**src/rtl/cct_pkg.sv**
```systemverilog
// Package: shared encodings for the capture/compare timer.
// Assumes a 2-bit register address space and a control word of at least 6 bits.
package cct_pkg;
    typedef enum logic [1:0] {
        MODE_STOP     = 2'd0,
        MODE_FREE     = 2'd1,
        MODE_TRIGCLR  = 2'd2,
        MODE_MATCHCLR = 2'd3
    } cct_mode_e;

    localparam logic [1:0] ADDR_CTRL = 2'd0;
    localparam logic [1:0] ADDR_CR0  = 2'd1;
    localparam logic [1:0] ADDR_CR1  = 2'd2;
    localparam logic [1:0] ADDR_CNT  = 2'd3;

    localparam int BIT_CAP0  = 2;
    localparam int BIT_CAP1  = 3;
    localparam int BIT_EXT   = 4;
    localparam int BIT_SHOT  = 5;
    localparam int CTRL_BITS = 5;
endpackage

```
**src/rtl/cct_tick_gen.sv**
```systemverilog
// Tick generator: derives the count tick and the capture strobe from the
// count-clock level. Assumes cclk is already synchronous to clk.
module cct_tick_gen (
    input  logic clk,
    input  logic rst_n,
    input  logic cclk,
    input  logic trig0_evt,
    input  logic ext_clk,
    output logic tick,
    output logic fall
);
    logic cclk_q;

    // Remember the previous count-clock level for edge detection.
    always_ff @(posedge clk) begin
        if (!rst_n) cclk_q <= 1'b0;
        else        cclk_q <= cclk;
    end

    assign tick = ext_clk ? trig0_evt : (cclk & ~cclk_q);
    assign fall = ~cclk & cclk_q;
endmodule

```
**src/rtl/cct_counter.sv**
```systemverilog
// Counter core: holds, increments or reloads the counter on each tick according
// to the mode, and keeps the sticky overflow flag. Assumes clr_evt is already
// masked when trigger 0 serves as the count clock.
module cct_counter
    import cct_pkg::*;
#(
    parameter int W = 16
) (
    input  logic         clk,
    input  logic         rst_n,
    input  cct_mode_e    mode,
    input  logic         tick,
    input  logic         clr_evt,
    input  logic [W-1:0] cmp0,
    input  logic         ovf_clr,
    output logic [W-1:0] cnt,
    output logic [W-1:0] cnt_next,
    output logic         ovf
);
    localparam logic [W-1:0] CNT_MAX = {W{1'b1}};

    logic run;
    logic clr_pend;
    logic reload;

    assign run = (mode != MODE_STOP);

    // Decide the value the counter takes on the next tick.
    always_comb begin
        reload   = ((mode == MODE_MATCHCLR) && (cnt == cmp0)) ||
                   ((mode == MODE_TRIGCLR) && clr_pend);
        cnt_next = reload ? '0 : cnt + 1'b1;
    end

    // Hold a trigger-0 clear request until the next tick consumes it.
    always_ff @(posedge clk) begin
        if (!rst_n || !run) clr_pend <= 1'b0;
        else                clr_pend <= (clr_pend & ~tick) |
                                        (clr_evt & (mode == MODE_TRIGCLR));
    end

    // Counter register: zero when stopped, step on each tick.
    always_ff @(posedge clk) begin
        if (!rst_n || !run) cnt <= '0;
        else if (tick)      cnt <= cnt_next;
    end

    // Sticky overflow flag; setting wins over a clear in the same cycle.
    always_ff @(posedge clk) begin
        if (!rst_n)                                   ovf <= 1'b0;
        else if (run && tick && !reload && cnt == CNT_MAX) ovf <= 1'b1;
        else if (ovf_clr)                             ovf <= 1'b0;
    end
endmodule

```
**src/rtl/cct_channel.sv**
```systemverilog
// Capture/compare channel: one register that either compares against the
// counter or latches it on a trigger at the count-clock falling edge.
// Assumes fall and tick never occur in the same cycle when driven by cclk.
module cct_channel #(
    parameter int W = 16
) (
    input  logic         clk,
    input  logic         rst_n,
    input  logic         run,
    input  logic         cap_mode,
    input  logic         cap_trig,
    input  logic         fall,
    input  logic         tick,
    input  logic [W-1:0] cnt,
    input  logic [W-1:0] cnt_next,
    input  logic         wr,
    input  logic [W-1:0] wr_data,
    output logic [W-1:0] cr,
    output logic         irq
);
    logic pend;
    logic done;
    logic latch;

    assign latch = run & cap_mode & pend & fall;

    // Keep a trigger pending until the next falling edge of the count clock.
    always_ff @(posedge clk) begin
        if (!rst_n || !run || !cap_mode) pend <= 1'b0;
        else                             pend <= (pend & ~fall) | cap_trig;
    end

    // Register value: software write, else capture snapshot.
    always_ff @(posedge clk) begin
        if (!rst_n)     cr <= '0;
        else if (wr)    cr <= wr_data;
        else if (latch) cr <= cnt;
    end

    // Remember a completed capture until the next tick reports it.
    always_ff @(posedge clk) begin
        if (!rst_n || !run) done <= 1'b0;
        else if (latch)     done <= 1'b1;
        else if (tick)      done <= 1'b0;
    end

    // Interrupt level, updated once per count period.
    always_ff @(posedge clk) begin
        if (!rst_n || !run) irq <= 1'b0;
        else if (tick)      irq <= (!cap_mode && cnt_next == cr) || done;
    end
endmodule

```
**src/rtl/cct_oneshot.sv**
```systemverilog
// One-shot output: once armed, rises when the counter reaches cmp1 and falls
// when it reaches cmp0. Assumes arm_req is only raised for an allowed mode.
module cct_oneshot #(
    parameter int W = 16
) (
    input  logic         clk,
    input  logic         rst_n,
    input  logic         allow,
    input  logic         arm_req,
    input  logic         tick,
    input  logic [W-1:0] cnt_next,
    input  logic [W-1:0] cmp0,
    input  logic [W-1:0] cmp1,
    output logic         pulse
);
    logic armed;

    // Arm, fire and end the pulse on count ticks.
    always_ff @(posedge clk) begin
        if (!rst_n) begin
            armed <= 1'b0;
            pulse <= 1'b0;
        end else if (arm_req) begin
            armed <= 1'b1;
            pulse <= 1'b0;
        end else if (!allow) begin
            armed <= 1'b0;
            pulse <= 1'b0;
        end else if (tick) begin
            if (armed && !pulse && cnt_next == cmp1) begin
                pulse <= 1'b1;
            end else if (pulse && cnt_next == cmp0) begin
                pulse <= 1'b0;
                armed <= 1'b0;
            end
        end
    end
endmodule

```
**src/rtl/capcmp_timer.sv**
```systemverilog
// Capture/compare timer top: control register, register access, counter core,
// two channels and the one-shot output. Assumes CNT_W > CTRL_BITS.
module capcmp_timer
    import cct_pkg::*;
#(
    parameter int CNT_W = 16
) (
    input  logic             clk,
    input  logic             rst_n,
    input  logic             cclk,
    input  logic             trig0_evt,
    input  logic             trig1_evt,
    input  logic             wr_en,
    input  logic [1:0]       wr_addr,
    input  logic [CNT_W-1:0] wr_data,
    input  logic [1:0]       rd_addr,
    output logic [CNT_W-1:0] rd_data,
    output logic             irq0,
    output logic             irq1,
    output logic             tmr_out,
    output logic             ovf_flag
);
    localparam int NCH  = 2;
    localparam int PADW = CNT_W - CTRL_BITS;

    cct_mode_e        ctrl_mode;
    logic             cap0_sel, cap1_sel, ext_sel;
    logic             tick, fall, run, arm_req, ovf_clr;
    logic [CNT_W-1:0] cnt_val, cnt_next;
    logic [CNT_W-1:0] cr_val [NCH];
    logic             irq_v  [NCH];
    logic             cap_sel[NCH];
    logic             cap_trg[NCH];

    assign run        = (ctrl_mode != MODE_STOP);
    assign cap_sel[0] = cap0_sel;
    assign cap_sel[1] = cap1_sel;
    assign cap_trg[0] = trig1_evt;
    assign cap_trg[1] = trig0_evt & ~ext_sel;
    assign ovf_clr    = wr_en && wr_addr == ADDR_CNT && wr_data[0];
    assign arm_req    = wr_en && wr_addr == ADDR_CTRL && wr_data[BIT_SHOT] &&
                        (wr_data[1:0] == MODE_FREE || wr_data[1:0] == MODE_TRIGCLR);

    // Control register: mode, capture selects and count-clock source.
    always_ff @(posedge clk) begin
        if (!rst_n) begin
            ctrl_mode <= MODE_STOP;
            cap0_sel  <= 1'b0;
            cap1_sel  <= 1'b0;
            ext_sel   <= 1'b0;
        end else if (wr_en && wr_addr == ADDR_CTRL) begin
            ctrl_mode <= cct_mode_e'(wr_data[1:0]);
            cap0_sel  <= wr_data[BIT_CAP0];
            cap1_sel  <= wr_data[BIT_CAP1];
            ext_sel   <= wr_data[BIT_EXT];
        end
    end

    // Read multiplexer; reads have no side effects.
    always_comb begin
        case (rd_addr)
            ADDR_CTRL: rd_data = {{PADW{1'b0}}, ext_sel, cap1_sel, cap0_sel, ctrl_mode};
            ADDR_CR0:  rd_data = cr_val[0];
            ADDR_CR1:  rd_data = cr_val[1];
            default:   rd_data = cnt_val;
        endcase
    end

    cct_tick_gen u_tick (
        .clk(clk), .rst_n(rst_n), .cclk(cclk), .trig0_evt(trig0_evt),
        .ext_clk(ext_sel), .tick(tick), .fall(fall)
    );

    cct_counter #(.W(CNT_W)) u_cnt (
        .clk(clk), .rst_n(rst_n), .mode(ctrl_mode), .tick(tick),
        .clr_evt(trig0_evt & ~ext_sel), .cmp0(cr_val[0]), .ovf_clr(ovf_clr),
        .cnt(cnt_val), .cnt_next(cnt_next), .ovf(ovf_flag)
    );

    for (genvar i = 0; i < NCH; i++) begin : g_ch
        cct_channel #(.W(CNT_W)) u_ch (
            .clk(clk), .rst_n(rst_n), .run(run), .cap_mode(cap_sel[i]),
            .cap_trig(cap_trg[i]), .fall(fall), .tick(tick), .cnt(cnt_val),
            .cnt_next(cnt_next), .wr(wr_en && wr_addr == 2'(i + 1)),
            .wr_data(wr_data), .cr(cr_val[i]), .irq(irq_v[i])
        );
    end

    assign irq0 = irq_v[0];
    assign irq1 = irq_v[1];

    cct_oneshot #(.W(CNT_W)) u_shot (
        .clk(clk), .rst_n(rst_n),
        .allow(ctrl_mode == MODE_FREE || ctrl_mode == MODE_TRIGCLR),
        .arm_req(arm_req), .tick(tick), .cnt_next(cnt_next),
        .cmp0(cr_val[0]), .cmp1(cr_val[1]), .pulse(tmr_out)
    );
endmodule

```
**config.mk**
```make
export PLATFORM = sky130hd
export DESIGN_NAME = capcmp_timer
export DESIGN_NICKNAME = d
export VERILOG_FILES = /design/src/rtl/cct_pkg.sv /design/src/rtl/cct_tick_gen.sv /design/src/rtl/cct_counter.sv /design/src/rtl/cct_channel.sv /design/src/rtl/cct_oneshot.sv /design/src/rtl/capcmp_timer.sv
export SDC_FILE = /design/constraint.sdc
export NUM_CORES = 1
export LEC_CHECK = 0
export ABC_CLOCK_PERIOD_IN_PS = 4400
export BUFFER_PORTS_ARGS = -buffer_cell sky130_fd_sc_hd__buf_2
export CORE_ASPECT_RATIO = 0.7
export CORE_MARGIN = 2
export CORE_UTILIZATION = 30
export CTS_BUF_LIST = sky130_fd_sc_hd__clkbuf_8
export CTS_CLUSTER_SIZE = 25
export DETAILED_ROUTE_END_ITERATION = 6
export SYNTH_ARGS = -nofsm -noshare
export SYNTH_HDL_FRONTEND = slang
export SYNTH_SLANG_ARGS = --single-unit
```
**constraint.sdc**
```tcl
create_clock -name clk -period 4.4 [get_ports clk]
set_clock_uncertainty 0.15 [all_clocks]
set_input_delay 0.88 -clock clk [delete_from_list [all_inputs] [get_ports clk]]
set_output_delay 0.88 -clock clk [all_outputs]
set_load 0.02 [all_outputs]
```
==> Word level (Yosys, flattened, before mapping) <==
Index checks and enable logic that the tools add are counted.
{ "totals": {"regBits": 64, "input_bits": 26, "elab_cells": 120} }
{ "classes": {"n_addsub": 1, "eq_ne": 17, "mux": 18, "bitwise": 23, "reduce_logical": 43} }
{ "op_table": {"columns": ["cell", "n"], "rows": [
  ["16-bit 2-to-1 mux", 5],
  ["16-bit equality test", 3],
  ["16-bit case mux with 3 select lines", 1],
  ["1-bit logical AND", 17],
  ["16-bit by 1-bit adder with 16-bit output (second input constant)", 1],
  ["16-bit equality test (second input constant)", 1],
  ["2-bit nonzero test", 7],
  ["1-bit AND", 13],
  ["2-bit equality test (second input constant)", 6],
  ["1-bit 2-to-1 mux", 12],
  ["3-bit inequality test (second input constant)", 3],
  ["2-bit by 1-bit equality test with 1-bit output (second input constant)", 4],
  ["1-bit logical OR", 8],
  ["1-bit NOT", 7],
  ["1-bit logical NOT", 6],
  ["2-bit logical NOT", 2],
  ["1-bit bitwise OR", 3],
  ["3-bit AND reduction", 1],
  ["3-bit OR reduction", 1],
  ["2-bit AND reduction", 1]
]} }

==> Longest topological paths before layout <==
{ "depth": {"word_depth": 11, "depth_mapped": 12, "depth_no_buf": 10} }

==> Modules after synthesis <==
A second synthesis with hierarchy kept.
{ "unflattened": {"cells_unflattened": 544, "hier_area_um2": 4797.1} }
{ "by_module_without_submodules": {"columns": ["mod", "instances", "cells_each", "area_each_um2", "seq_area_each_um2"], "rows": [
  ["cct_channel", 2, 121, 1073.5, 380.4],
  ["cct_counter", 1, 176, 1475.2, 360.3],
  ["capcmp_timer", 1, 67, 688.2, 100.1],
  ["cct_oneshot", 1, 53, 435.4, 40.0],
  ["cct_tick_gen", 1, 6, 51.3, 20.0]
]} }

==> Worst setup path after synthesis <==
Ideal clock, no wire load.
{ "synth_timing": {"path_type": "input to output", "startpoint": "input rd_addr[0]", "endpoint": "output rd_data[10]", "arrival_time_ns": 2.192, "required_time_ns": 3.370, "slack_ns": 1.178, "stages": 4, "path_cell_list": "clkbuf_1 clkbuf_1 mux2_2 a22o_1"} }
{ "synth_via": {"elab_chain_len": 2} }
{ "synth_rtl": {"columns": ["element", "line", "source"], "rows": [
  ["start: declaration", "capcmp_timer.sv:16", "input logic [1:0] rd_addr,"],
  ["2-bit equality test, or another cell as far along", "capcmp_timer.sv:61", "case (rd_addr)"],
  ["16-bit case mux with 3 select lines (*)", "capcmp_timer.sv:61", null],
  ["end: declaration", "capcmp_timer.sv:17", "output logic [CNT_W-1:0] rd_data,"]
]} }
Every way passes the cells marked *; elsewhere a longest branch is shown, timed or not.

==> Worst setup path in the final report <==
{ "layout_timing": {"startpoint": "register u_cnt.cnt[0]", "endpoint": "register g_ch[0].u_ch.irq"} }
{ "layout_via": {"elab_chain_len": 7} }
{ "layout_rtl": {"columns": ["element", "line", "source"], "rows": [
  ["start: declaration", "cct_counter.sv:16", "output logic [W-1:0] cnt,"],
  ["start signal: assignment", "cct_counter.sv:45", "else if (tick) cnt <= cnt_next;"],
  ["branches (longest 3 deep; another with 16-bit by 1-bit adder with 16-bit output)", null, null],
  ["16-bit 2-to-1 mux (*)", "cct_counter.sv:32", "cnt_next = reload ? '0 : cnt + 1'b1;"],
  ["16-bit equality test (*)", "cct_channel.sv:50", "else if (tick) irq <= (!cap_mode && cnt_next == cr) || done;"],
  ["1-bit logical AND (*)", "cct_channel.sv:50", null],
  ["1-bit logical OR (*)", "cct_channel.sv:50", null],
  ["end signal: assignment", "cct_channel.sv:50", null],
  ["end: declaration", "cct_channel.sv:19", "output logic irq"]
]} }
Every way passes the cells marked *.
A chain may end at the register's enable or synchronous reset.

==> flow_summary.yaml <==
placement:
  port_buffers: 45
  gp_congestion: 0.940
  hpwlAfterDp_um: 11700
flow_run:
  max-cap-violations: 0
cts:
  cts_root_buf: "clkbuf_8"
  cts_setup_buffers: 0
  clock_latency_ns: 0.36
  clkSlewWorstSetupHoldPaths_ns: 0.08
  numCtsBuffers: 9
  postCtsHoldBufs: 0
  cts_resized: 0
  clock-sinks: 64
  htreeDepth: 3
  cts_tree: "yes"
  clk_path_buf_depth: 2
synthesis:
  synthArstFlopShare: 0
  synth_edf_count: 0
  synth_top_area_frac: 0.269
  synth_seq_area_share: 0.269
  yosysTopAreaCell: "dfxtp_1"
  syn-cell-area_mm2: 0.00476
  synth_cell_type_count: 69
  synthFlopType: "dfxtp_1"
  synthCells: 561
  synthTopCellsByArea: "dfxtp_1 27%, mux2i_1 7.4%, o211a_1 6.7%"
  ys_ff_latch: 64
  syn_area_per_cell_um2: 8.49
  ys_warn_count: 0
  syn_nets: 591
final_layout:
  syn_to_final_growth_pct: 12.3
  antenna_cells: 0
  nNetsFinal: 612
  layout_common_cells: "64 x dfxtp_1, 58 x nand2_1, 45 x buf_2"
  final_common_cell: "dfxtp_1"
  fin_util: 0.345
  layout-drive-gt1-share: 0.181
route:
  drc: 0
  dr.pass1.iters: 5
  viasPerCell: 5.73
  drt_iter0_markers: 482
  totalWireLength_um: 15700
  drtAntennaViolNets: 0
  wl_per_cell_um: 20.0
  vias: 4508
global_routing:
  first_global_vias: 4170
  grt_max_degree: 43
  grt_pass1_wl_um: 24500
  track_usage: 0.191
  antenna_found_initial: 0
  grt_overflow: 0
timing:
  slew_violations: 0
  setup-violations-final: 0
  finalCritPeriodShare: 0.902
  maxSlewHeadroom: 0.246
  fmax_mhz: 252
  setup_tns_ns: 0
  worst_pin_slew_ns: 1.13
  hold_viol: 0
  rsz0062_at_grt: "false"
  finalCriticalPeriod_ns: 3.97
critical_path:
  cp_max_fo: 13
  cp.arrival_ns: 4.10
  worstSetupPathType: "register to register"
  cp-end-kind: "register"
  start_kind: "register"
  crit_required_ns: 4.54
die:
  dieArea_mm2: 0.0169
  die_w_um: 155
  start_util: 0.307
  row_count: 38
  io-pin-count: 46
  coreArea_mm2: 0.0155
  die_h_um: 109
pwr:
  vdd_drop_max_v: 0.000134
  powerDensity_mw_per_mm2: 256
  total_leakage_power_nw: 2.27
hold_path:
  holdCritPathClass: "register to register"
run_status:
  status: "completed"
==> cell families after synthesis <==
kind of cell / share of synthesized area
and+or+nand+nor: 0.230
adders and majority gates: 0.0105
xor gates and xnor gates: 0.110
buffers and inverters: 0.0557
muxes: 0.123
DFF: 0.269
AOI/OAI and AO/OA: 0.202
==> flip-flops by register name, indices dropped and copies added, names as in the netlist, 2 cells and up <==
name,flops
g_ch.u_ch.pend,2
g_ch.u_ch.irq,2
g_ch.u_ch.done,2
u_cnt.cnt,16
g_ch.u_ch.cr,32
ctrl_mode,2
==> per-layer routing <==
metal | GRT usage | wire [µm] | part of all wire | vias to the layer above
li1 | - | - | - | 2085
met1 | 0.285 | 7910 | 0.50 | 2212
met2 | 0.273 | 6170 | 0.39 | 187
met3 | 0.0441 | 1380 | 0.088 | 24
met4 | 0.0483 | 256 | 0.016 | 0
met5 | 0 | 0 | 0 | -
==> power by group <==
group          internal, mW  total, mW  switching [mW]
combinational        0.0864      0.194           0.108
clock                 0.290      0.544           0.253
sequential            0.597      0.630          0.0331
==> Yosys cell counts (3+ instances only) <==
cell type,count
buf_4,6
nand4_1,9
nand3b_1,10
nor3b_1,5
nand3_1,22
nor2b_1,8
nor3_1,8
ha_1,4
and2_1,3
inv_1,7
dfxtp_1,64
xor2_1,11
buf_2,11
nor4_1,5
and3_1,5
a21oi_1,31
o21ai_0,23
clkbuf_1,36
xnor2_1,33
xnor3_1,5
a22o_1,12
mux2_2,11
mux2i_1,35
o211a_1,32
nand2b_1,3
nand2_1,58
mux4_2,5
nor2_1,41
nand4b_1,3
==> area by class of cell <==
| class | instances | area (µm²) |
|---|---|---|
| fill | 1611 | 10200 |
| multi-input combinational | 436 | 3220 |
| sequential | 64 | 1280 |
| timing repair buffer | 64 | 368 |
| tap | 200 | 250 |
| clock buffer | 11 | 151 |
| clock inverter | 5 | 55.1 |
| inverter | 7 | 26.3 |
==> metrics by stage <==
| stage | power [mW] | area (µm²) | setup WS [ns] | hold WS, ns | instances |
|---|---|---|---|---|---|
| floorplan | 0.765 | 4760 | 1.18 | 0.303 | 561 |
| global route | 1.42 | 5350 | 0.265 | 0.366 | 787 |
| global placement | 0.830 | 5140 | 0.699 | 0.318 | 771 |
| CTS | 1.38 | 5350 | 0.500 | 0.354 | 787 |
| detailed placement | 0.832 | 5140 | 0.538 | 0.333 | 771 |
| finish | 1.37 | 5350 | 0.432 | 0.347 | 787 |
==> critical path, stage by stage (launching register included) <==
cell	delay, ns
dfxtp_1	0.60
ha_1	0.42
inv_1	0.14
nor4_2	0.54
xor2_1	0.27
or4b_2	0.65
a31oi_1	0.15
o22ai_1	0.09
nand4bb_4	0.26
o41a_1	0.46
nor3_2	0.14
==> final timing paths <==
path,slack [ns],startpoint,end,cells past startpoint
setup / recovery,0.43,u_cnt.cnt[0],g_ch[0].u_ch.irq,10
hold / removal,0.35,g_ch[1].u_ch.done,g_ch[1].u_ch.irq,1
setup reg to reg,0.43,u_cnt.cnt[0],g_ch[0].u_ch.irq,10
hold reg to reg,0.35,g_ch[1].u_ch.done,g_ch[1].u_ch.irq,1
(Power assumes the default switching activity.)
